--- config.mk ---
export PLATFORM = sky130hd
export DESIGN_NAME = clkbuf_pwrseq
export DESIGN_NICKNAME = d
export VERILOG_FILES = /design/src/rtl/clkbuf_pwrseq_pkg.sv /design/src/rtl/clkbuf_sync2.sv /design/src/rtl/clkbuf_ref_mon.sv /design/src/rtl/clkbuf_seq_fsm.sv /design/src/rtl/clkbuf_pwrseq.sv
export SDC_FILE = /design/constraint.sdc
export NUM_CORES = 1
export LEC_CHECK = 0
export ABC_AREA = 1
export BUFFER_PORTS_ARGS = -buffer_cell sky130_fd_sc_hd__buf_2
export CAP_MARGIN = 30
export CORE_ASPECT_RATIO = 1.4
export CORE_UTILIZATION = 50
export DETAILED_ROUTE_END_ITERATION = 8
export GPL_ROUTABILITY_DRIVEN = 0
export PLACE_DENSITY = 0.79
export SLEW_MARGIN = 15
export SYNTH_ARGS = -nofsm -noshare
export SYNTH_HDL_FRONTEND = slang
export SYNTH_HIERARCHICAL = 1
export SYNTH_SLANG_ARGS = --single-unit
--- constraint.sdc ---
create_clock -name clk -period 1.5 [get_ports clk]
set_clock_uncertainty 0.05 [all_clocks]
set_input_delay 0.15 -clock clk [delete_from_list [all_inputs] [get_ports clk]]
set_output_delay 0.15 -clock clk [all_outputs]
set_load 0.1 [all_outputs]
--- src/rtl/clkbuf_pwrseq_pkg.sv ---
// Shared state encoding for the clock buffer power-up sequencer.
// Assumes nothing beyond a 2-bit state field visible at the top ports.
package clkbuf_pwrseq_pkg;
    typedef enum logic [1:0] {
        ST_OFF    = 2'd0,
        ST_SETTLE = 2'd1,
        ST_WAIT   = 2'd2,
        ST_RUN    = 2'd3
    } seq_state_e;
endpackage

--- src/rtl/clkbuf_sync2.sv ---
// Two-flop synchronizer for a vector of independent asynchronous bits.
// Assumes each bit is a level or slow toggle, not a multi-bit bus value.
module clkbuf_sync2 #(
    parameter int W = 1
) (
    input  logic         clk,
    input  logic         rst_n,
    input  logic [W-1:0] d,
    output logic [W-1:0] q
);
    logic [W-1:0] meta;

    // Capture then re-register each bit in the timing domain.
    always_ff @(posedge clk) begin
        if (!rst_n) begin
            meta <= '0;
            q    <= '0;
        end else begin
            meta <= d;
            q    <= meta;
        end
    end
endmodule

--- src/rtl/clkbuf_ref_mon.sv ---
// Reference activity detector: counts rising edges of a synchronized
// divided reference. Valid after EDGE_MIN edges with no gap of TIMEOUT
// cycles. Invalid after a TIMEOUT-cycle gap.
// Assumes ref_s holds each level for at least two timing cycles.
module clkbuf_ref_mon #(
    parameter int EDGE_MIN = 4,
    parameter int TIMEOUT  = 16
) (
    input  logic clk,
    input  logic rst_n,
    input  logic ref_s,
    output logic clk_ok
);
    localparam int GW = $clog2(TIMEOUT + 1);
    localparam int EW = $clog2(EDGE_MIN + 1);
    localparam logic [GW-1:0] GAP_MAX  = GW'(TIMEOUT);
    localparam logic [GW-1:0] GAP_LAST = GW'(TIMEOUT - 1);
    localparam logic [EW-1:0] EDGE_TOP = EW'(EDGE_MIN);

    logic          ref_d;
    logic [GW-1:0] gap;
    logic [EW-1:0] ecnt;
    logic          rise;
    logic          stale;

    assign rise   = ref_s & ~ref_d;
    assign stale  = ~rise & (gap == GAP_LAST);
    assign clk_ok = (ecnt == EDGE_TOP);

    // Track gap since last rising edge and count qualifying edges.
    always_ff @(posedge clk) begin
        if (!rst_n) begin
            ref_d <= 1'b0;
            gap   <= GAP_MAX;
            ecnt  <= '0;
        end else begin
            ref_d <= ref_s;
            if (rise)
                gap <= '0;
            else if (gap != GAP_MAX)
                gap <= gap + 1'b1;
            if (stale)
                ecnt <= '0;
            else if (rise && ecnt != EDGE_TOP)
                ecnt <= ecnt + 1'b1;
        end
    end
endmodule

--- src/rtl/clkbuf_seq_fsm.sv ---
// Power-up state machine with settle timer and park-high delay.
// Assumes all condition inputs are already in the timing clock domain.
module clkbuf_seq_fsm
    import clkbuf_pwrseq_pkg::*;
#(
    parameter int SETTLE_CYC = 260,
    parameter int PARK_DLY   = 20
) (
    input  logic       clk,
    input  logic       rst_n,
    input  logic       sup_s,
    input  logic       pd_rel_s,
    input  logic       lock_s,
    input  logic       clk_ok,
    input  logic       cfg_park,
    output seq_state_e state,
    output logic       out_en,
    output logic       out_park_hi
);
    localparam int SW = $clog2(SETTLE_CYC + 1);
    localparam int PW = $clog2(PARK_DLY + 1);
    localparam logic [SW-1:0] SET_LAST = SW'(SETTLE_CYC - 1);
    localparam logic [PW-1:0] PARK_TOP = PW'(PARK_DLY);

    seq_state_e    nstate;
    logic [SW-1:0] scnt;
    logic [PW-1:0] pcnt;
    logic          waiting_rel;

    assign waiting_rel = (state == ST_WAIT) && pd_rel_s;

    // Next-state selection; supply loss wins over every other condition.
    always_comb begin
        nstate = state;
        if (!sup_s) begin
            nstate = ST_OFF;
        end else begin
            unique case (state)
                ST_OFF:    nstate = ST_SETTLE;
                ST_SETTLE: if (scnt == SET_LAST) nstate = ST_WAIT;
                ST_WAIT:   if (clk_ok && pd_rel_s && lock_s) nstate = ST_RUN;
                ST_RUN:    if (!clk_ok || !pd_rel_s) nstate = ST_WAIT;
                default:   nstate = ST_OFF;
            endcase
        end
    end

    // State, settle counter and registered output enable.
    always_ff @(posedge clk) begin
        if (!rst_n) begin
            state  <= ST_OFF;
            scnt   <= '0;
            out_en <= 1'b0;
        end else begin
            state  <= nstate;
            scnt   <= (state == ST_SETTLE && nstate == ST_SETTLE) ? scnt + 1'b1 : '0;
            out_en <= (nstate == ST_RUN);
        end
    end

    // Park-high delay counter and registered park output.
    always_ff @(posedge clk) begin
        if (!rst_n) begin
            pcnt        <= '0;
            out_park_hi <= 1'b0;
        end else begin
            out_park_hi <= cfg_park && waiting_rel && (pcnt == PARK_TOP);
            if (!waiting_rel)
                pcnt <= '0;
            else if (pcnt != PARK_TOP)
                pcnt <= pcnt + 1'b1;
        end
    end
endmodule

--- src/rtl/clkbuf_pwrseq.sv ---
// Top of the clock buffer power-up sequencer. It synchronizes the
// asynchronous controls, detects reference activity and runs the state
// machine.
// Assumes ref_tick is a divided reference, slower than half of clk.
module clkbuf_pwrseq
    import clkbuf_pwrseq_pkg::*;
#(
    parameter int SETTLE_CYC = 260,
    parameter int PARK_DLY   = 20,
    parameter int EDGE_MIN   = 4,
    parameter int TIMEOUT    = 16
) (
    input  logic       clk,
    input  logic       rst_n,
    input  logic       supply_ok,
    input  logic       pwr_down_n,
    input  logic       ref_tick,
    input  logic       pll_lock,
    input  logic       cfg_park_hi,
    output logic       out_en,
    output logic       out_park_hi,
    output logic [1:0] seq_state
);
    logic [3:0] raw_vec;
    logic [3:0] syn_vec;
    logic       sup_s;
    logic       pd_rel_s;
    logic       lock_s;
    logic       ref_s;
    logic       clk_ok;
    seq_state_e state;

    assign raw_vec   = {ref_tick, pll_lock, pwr_down_n, supply_ok};
    assign sup_s     = syn_vec[0];
    assign pd_rel_s  = syn_vec[1];
    assign lock_s    = syn_vec[2];
    assign ref_s     = syn_vec[3];
    assign seq_state = state;

    clkbuf_sync2 #(.W(4)) u_sync (
        .clk   (clk),
        .rst_n (rst_n),
        .d     (raw_vec),
        .q     (syn_vec)
    );

    clkbuf_ref_mon #(.EDGE_MIN(EDGE_MIN), .TIMEOUT(TIMEOUT)) u_mon (
        .clk    (clk),
        .rst_n  (rst_n),
        .ref_s  (ref_s),
        .clk_ok (clk_ok)
    );

    clkbuf_seq_fsm #(.SETTLE_CYC(SETTLE_CYC), .PARK_DLY(PARK_DLY)) u_fsm (
        .clk         (clk),
        .rst_n       (rst_n),
        .sup_s       (sup_s),
        .pd_rel_s    (pd_rel_s),
        .lock_s      (lock_s),
        .clk_ok      (clk_ok),
        .cfg_park    (cfg_park_hi),
        .state       (state),
        .out_en      (out_en),
        .out_park_hi (out_park_hi)
    );
endmodule

==> run_results.csv, run 1 <==
group,metric,value,unit
outcome,run_status,"complete, no violations",
timing,rsz0062_at_grt,"no",
setup_path,start_kind,"flip-flop",
setup_path,worst-endpoint-arrival,1550,ps
layout,fin_area,1882,µm²
drt,antenna_left,0,
place,place.detailed.hpwl,1.818,mm
place,dp.cells,254,
drt,drt_iter0_markers,18,
drt,drc,0,
floorplanning,dieHeight,69.95,µm
synthesis,ys_seq_area_share,42.49,%
timing,max_freq,719.4,MHz
timing,fin_crit_sh,92.67,%
global_route,grt_usage,17.13,%
global_route,grt_pass1_wl,4.519,mm
synthesis,yosysMostFrequentCell,"nand2_1",
setup_path,crit_fanout,10,
timing,slew_headroom,67.96,%
synthesis,avgSynthCellArea,8.044,µm²
timing,tns,0,ps
pwr,fin_total_pwr,1907,µW
layout,nNetsFinal,241,
global_route,grt_pass1_vias,1197,
floorplanning,num_rows,24,
synthesis,ys_warn_count,6,
global_route,antenna_found_initial,0,
drt,first_pass_iters,4,
setup_path,worst-setup-path-type,"reg2reg",
clock_network,cts_tree,"done",
layout,n_antenna_cell,0,
layout,final_core_util,60.26,%
timing,worst_slew_pin_slew,484.0,ps
synthesis,ys.flop_type,"dfxtp_1",
setup_path,endpoint_kind,"flip-flop",
synthesis,synth_area_leaders,"dfxtp_1 42%, nand2_1 9.3%, inv_1 8.9%",
drt,wire_per_inst,9.526,µm
timing,finalHoldViolations,0,
setup_path,reg2reg_slack,110,ps
clock_network,h-tree-depth,2,
clock_network,clk_path_buf_depth,2,
pwr,powerDensity,1013,nW/µm²
clock_network,clock_sinks,35,
drt,via_per_inst,4.662,
setup_path,cp.required,1660,ps
place,numPortBuffers,10,
pwr,vdd_drop_max,0.8849,mV
min_path,worst_hold_path_type,"in2reg",
timing,setup_viol_count_final,0,
timing,fin_crit,1390,ps
clock_network,ctsRootBufferMaster,"clkbuf_8",
floorplanning,core,3123,µm²
place,placed_area,1753,µm²
clock_network,clk_pin_slew_worst_paths,70,ps
floorplanning,num_io_pins,11,
global_route,grt_start_max_net_pins,16,
layout,drive_gt1_share,22.03,%
global_route,overflow,0,
synthesis,synth_nets,220,
synthesis,syn_area,1649,µm²
synthesis,synthTopCellsByCount,"41 x nand2_1, 39 x inv_1, 35 x dfxtp_1",
synthesis,synthCells,205,
floorplanning,die_area,3535,µm²
floorplanning,die_w,50.54,µm
flow_run,maxCapViolCount,0,
layout,area_delta_synth_final,14.11,%
synthesis,yosysTopAreaCellShare,42.49,%
drt,route.vias.total,1240,
clock_network,cts_buffers,5,
floorplanning,initial_utilization,52.80,%
synthesis,synth_edf_count,0,
layout,instances_no_fill,266,
drt,drt-total-wl,2.534,mm
synthesis,yosysTopAreaCell,"dfxtp_1",
synthesis,ys_ff_latch,35,
synthesis,synthArstFlopShare,0,%
synthesis,ys_types,26,
clock_network,clkLatencyLatePin,280,ps
timing,drv_slew,0,
pwr,leakagePower,0.0008652,µW
[metal layers]
layer  global-route usage (%)  wire (µm)
met3                    4.575         62
met5                        0          0
met4                    10.19         62
met2                    30.96       1323
met1                    16.74       1086
[final cells by class]
| cell class | instances | area (µm²) |
|---|---|---|
| clock inverter | 2 | 12.51 |
| timing repair buffer | 15 | 97.59 |
| tap | 39 | 48.80 |
| clock buffer | 6 | 72.57 |
| inverter | 43 | 161.4 |
| sequential | 35 | 703.2 |
| fill | 277 | 1241 |
| multi-input combinational | 126 | 785.8 |
[metrics by stage]
stage               hold slack (ps)  setup slack (ps)
floorplan                     168.7             81.09
global placement              280.8             104.3
detailed placement            287.4             71.96
CTS                           27.60             63.29
global route                  37.83             11.87
finish                        33.69             109.9
[placed cells by master, fill, tap and decap left out, types with 4 or more instances in the layout]
master	instances
nor3_2	9
nand2_1	41
nand3_1	8
xor2_1	6
a21oi_1	7
inv_2	4
nor2_1	15
clkbuf_8	5
buf_2	10
dlygate4sd3_1	4
inv_1	39
dfxtp_1	33
ha_1	8
[path summary, 6_finish.rpt]
check | end | startpoint | cells after the start
worst max register to register | u_fsm/scnt[7]$_SDFF_PN0_ | u_mon/ecnt[0]$_SDFFE_PP0P_ | 9
worst min-delay path | u_fsm/out_park_hi$_SDFF_PN0_ | cfg_park_hi | 3
worst max-delay path | u_fsm/scnt[7]$_SDFF_PN0_ | u_mon/ecnt[0]$_SDFFE_PP0P_ | 9
worst min register to register | u_sync/q[2]$_SDFF_PN0_ | u_sync/meta[2]$_SDFF_PN0_ | 2
[critical path, stage by stage (launching register included)]
cell	delay (ps)
dfxtp_1	320
inv_1	80
ha_1	160
nand2_2	70
inv_1	70
nand3_1	60
o21bai_2	210
nand2_4	100
nand2_8	90
nor3_2	110
[kinds of logic after synthesis]
| family | Yosys count | share of synthesized area, % |
|---|---|---|
| AO/OA/AOI/OAI | 14 | 4.628 |
| XOR/XNOR | 9 | 4.780 |
| adder cells (fa/ha/maj) | 8 | 6.070 |
| buffers and inverters | 44 | 10.09 |
| AND/OR/NAND/NOR | 95 | 31.94 |
| flip-flops | 35 | 42.49 |
[flip-flops by register name (all words and copies together) (netlist names)]
| name | cells |
|---|---|
| u_fsm/out_en | 1 |
| u_fsm/out_park_hi | 1 |
| u_fsm/scnt | 9 |
| u_mon/ecnt | 3 |
| u_mon/ref_d | 1 |
| u_mon/gap | 5 |
| u_fsm/pcnt | 5 |
| u_sync/meta | 4 |
| u_fsm/state | 2 |
| u_sync/q | 4 |
[power breakdown]
group / leakage [µW] / internal, µW / switching [µW] / total [µW]
clock: 0.0000412 / 324 / 318 / 642
sequential: 0.000285 / 971 / 33.1 / 1000
combinational: 0.000539 / 106 / 154 / 261
[repair_timing]
action	CTS	global route
endpoints found under the hold margin	4	0
resized for setup	0	1
hold buffers	4	0
setup buffers	0	0
setup endpoints to repair	0	6
Note: power is estimated with default switching activity, not from simulation.
==> run 2: changes to the inputs <==
RECOVER_POWER = 100   (was default)
==> run 2 against run 1 <==
Effect of this change:
- clock power is essentially flat
- combinational power decreased by 13%
- sequential share of layout area increased by 0.35 points
- first-iteration DRC count grew 5.6%
- final area is 0.93% lower
- via count decreased by 0.24%
- largest cell class unchanged
- highest routed layer unchanged
==> run_results.csv, run 2 (synthesized netlist as in run 1, its figures left out) <==
group,metric,value,unit
timing,holdWs,36.23,ps
setup_path,worst-endpoint-arrival,1560,ps
flow_run,maxCapViolCount,0,
layout,area_delta_synth_final,13.05,%
drt,first_pass_iters,4,
global_route,antenna_found_initial,0,
global_route,met2_usage,30.96,%
layout,most-common-layout-cells,"43 x nand2_1, 40 x inv_1, 33 x dfxtp_1",
clock_network,post-cts-setup-buffer-count,0,
drt,drt-total-wl,2.539,mm
pwr,powerDensity,1004,nW/µm²
setup_path,start_kind,"flip-flop",
drt,wire_per_inst,9.545,µm
drt,antenna_left,0,
clock_network,clock_sinks,35,
layout,instances_no_fill,266,
setup_path,endpoint_kind,"flip-flop",
timing,fin_crit_sh,92.78,%
pwr,leakagePower,0.0008596,µW
setup_path,slowest_delay,320,ps
layout,nNetsFinal,241,
timing,slew_headroom,64.25,%
layout,largest-register,"u_fsm/scnt",
setup_path,path_cells,"inv_1 > ha_1 > nand2_2 > inv_1 > nand3_1 > o21bai_2 > nand2_4 > nand2_8 > nor3_2",
pwr,p_sw_share,26.22,%
floorplanning,die_w,50.54,µm
timing,worst_slew_pin_slew,538.5,ps
global_route,grt_pass1_vias,1197,
timing,rsz0062_at_grt,"no",
place,numPortBuffers,10,
global_route,met1_usage,16.74,%
pwr,vdd_drop_max,0.8848,mV
timing,drv_slew,0,
global_route,overflow,0,
setup_path,slowest_stage,"dfxtp_1",
pwr,p_comb_share,12.2,%
layout,n_antenna_cell,0,
clock_network,cts_buffers,5,
timing,finalHoldViolations,0,
drt,drc,0,
global_route,grt_start_max_net_pins,16,
layout,drive_gt1_share,19.82,%
pwr,power_frac_clock,34.2,%
layout,reg.largest.list,"u_fsm/scnt x9, u_fsm/pcnt x5, u_mon/gap x5",
place,place.detailed.hpwl,1.818,mm
clock_network,clkLatencyLatePin,280,ps
layout,final_common_cell,"nand2_1",
clock_network,clk_pin_slew_worst_paths,70,ps
floorplanning,core,3123,µm²
setup_path,crit_fanout,10,
timing,max_freq,718.6,MHz
pwr,p_seq_share,53.6,%
layout,nFillCells,281,
floorplanning,dieHeight,69.95,µm
global_route,grt_usage,17.13,%
timing,tns,0,ps
drt,route.vias.total,1237,
global_route,grt_pass1_wl,4.519,mm
global_route,gr-usage-met3,4.575,%
outcome,run_status,"complete, no violations",
setup_path,crit_buf_inv,2,
setup_path,path_common_cell,"inv_1",
layout,largest_register_ffs,9,
floorplanning,die_area,3535,µm²
floorplanning,num_rows,24,
min_path,worst_hold_path_type,"in2reg",
drt,drt_iter0_markers,19,
clock_network,ctsRootBufferMaster,"clkbuf_8",
pwr,power_report.internal_total,1381,µW
clock_network,cts_tree,"done",
floorplanning,initial_utilization,52.80,%
setup_path,crit_family,"simple AND/OR/NAND/NOR gates",
global_route,grt_busiest_layer,"met2",
setup_path,worst-setup-path-type,"reg2reg",
clock_network,clk_path_buf_depth,2,
drt,via_per_inst,4.650,
timing,setup_viol_count_final,0,
timing,fin_crit,1392,ps
place,dp.cells,254,
floorplanning,num_io_pins,11,
pwr,p_sw,491.0,µW
clock_network,h-tree-depth,2,
setup_path,cp.required,1660,ps
## run 2: worst paths after layout
kind | cells after the start | slack [ps] | endpoint | startpoint
max | 9 | 110 | u_fsm/scnt[7]$_SDFF_PN0_ | u_mon/ecnt[0]$_SDFFE_PP0P_
min | 3 | 40 | u_fsm/out_park_hi$_SDFF_PN0_ | cfg_park_hi
max reg2reg | 9 | 110 | u_fsm/scnt[7]$_SDFF_PN0_ | u_mon/ecnt[0]$_SDFFE_PP0P_
min reg2reg | 2 | 360 | u_sync/q[2]$_SDFF_PN0_ | u_sync/meta[2]$_SDFF_PN0_
## run 2: per-stage QoR
step                worst slack, ps  cell area, µm²  util (%)  total power (µW)
floorplan                     81.09            1652         -              1213
global placement              104.3            1753     56.13              1273
detailed placement            71.96            1753     56.13              1278
CTS                           63.29            1878     60.14              1935
global route                  11.68            1864     59.70              1978
finish                        108.4            1864     59.70              1872
## run 2: worst register-to-register path, cell delays in order (launching register included)
cell and delay [ps]:
dfxtp_1 320, inv_1 80, ha_1 160, nand2_2 70, inv_1 70, nand3_1 60
o21bai_2 220, nand2_4 100, nand2_8 90, nor3_2 110
## run 2: what timing repair did
action	4_1_cts	5_1_grt
gates resized for setup	0	1
hold endpoints to repair	4	0
hold buffers	4	0
endpoints found under the setup margin	0	6
## run 2: cell type report
type                            count  area (µm²)  area share (%)
Multi-Input combinational cell    126       772.0           41.41
Clock buffer                        6       72.57           3.893
Clock inverter                      2       12.51          0.6711
Timing Repair Buffer               15       93.84           5.034
Tap cell                           39       48.80           2.617
Sequential cell                    35       703.2           37.72
Inverter                           43       161.4           8.658
## run 2: power by group through the flow
stage          combinational [µW]  sequential, µW  clock [µW]
6_report                      228            1000         641
5_1_grt                       264            1010         707
3_3_place_gp                  250            1020           0
3_5_place_dp                  252            1030           0
2_1_floorplan                 184            1030           0
4_1_cts                       263            1000         668
## run 2: layer usage
metal / vias to the layer above / share of wire [%]
li1: 667 / -
met4: 0 / 2.4
met5: - / 0
met1: 552 / 43
met3: 6 / 2.4
met2: 12 / 52
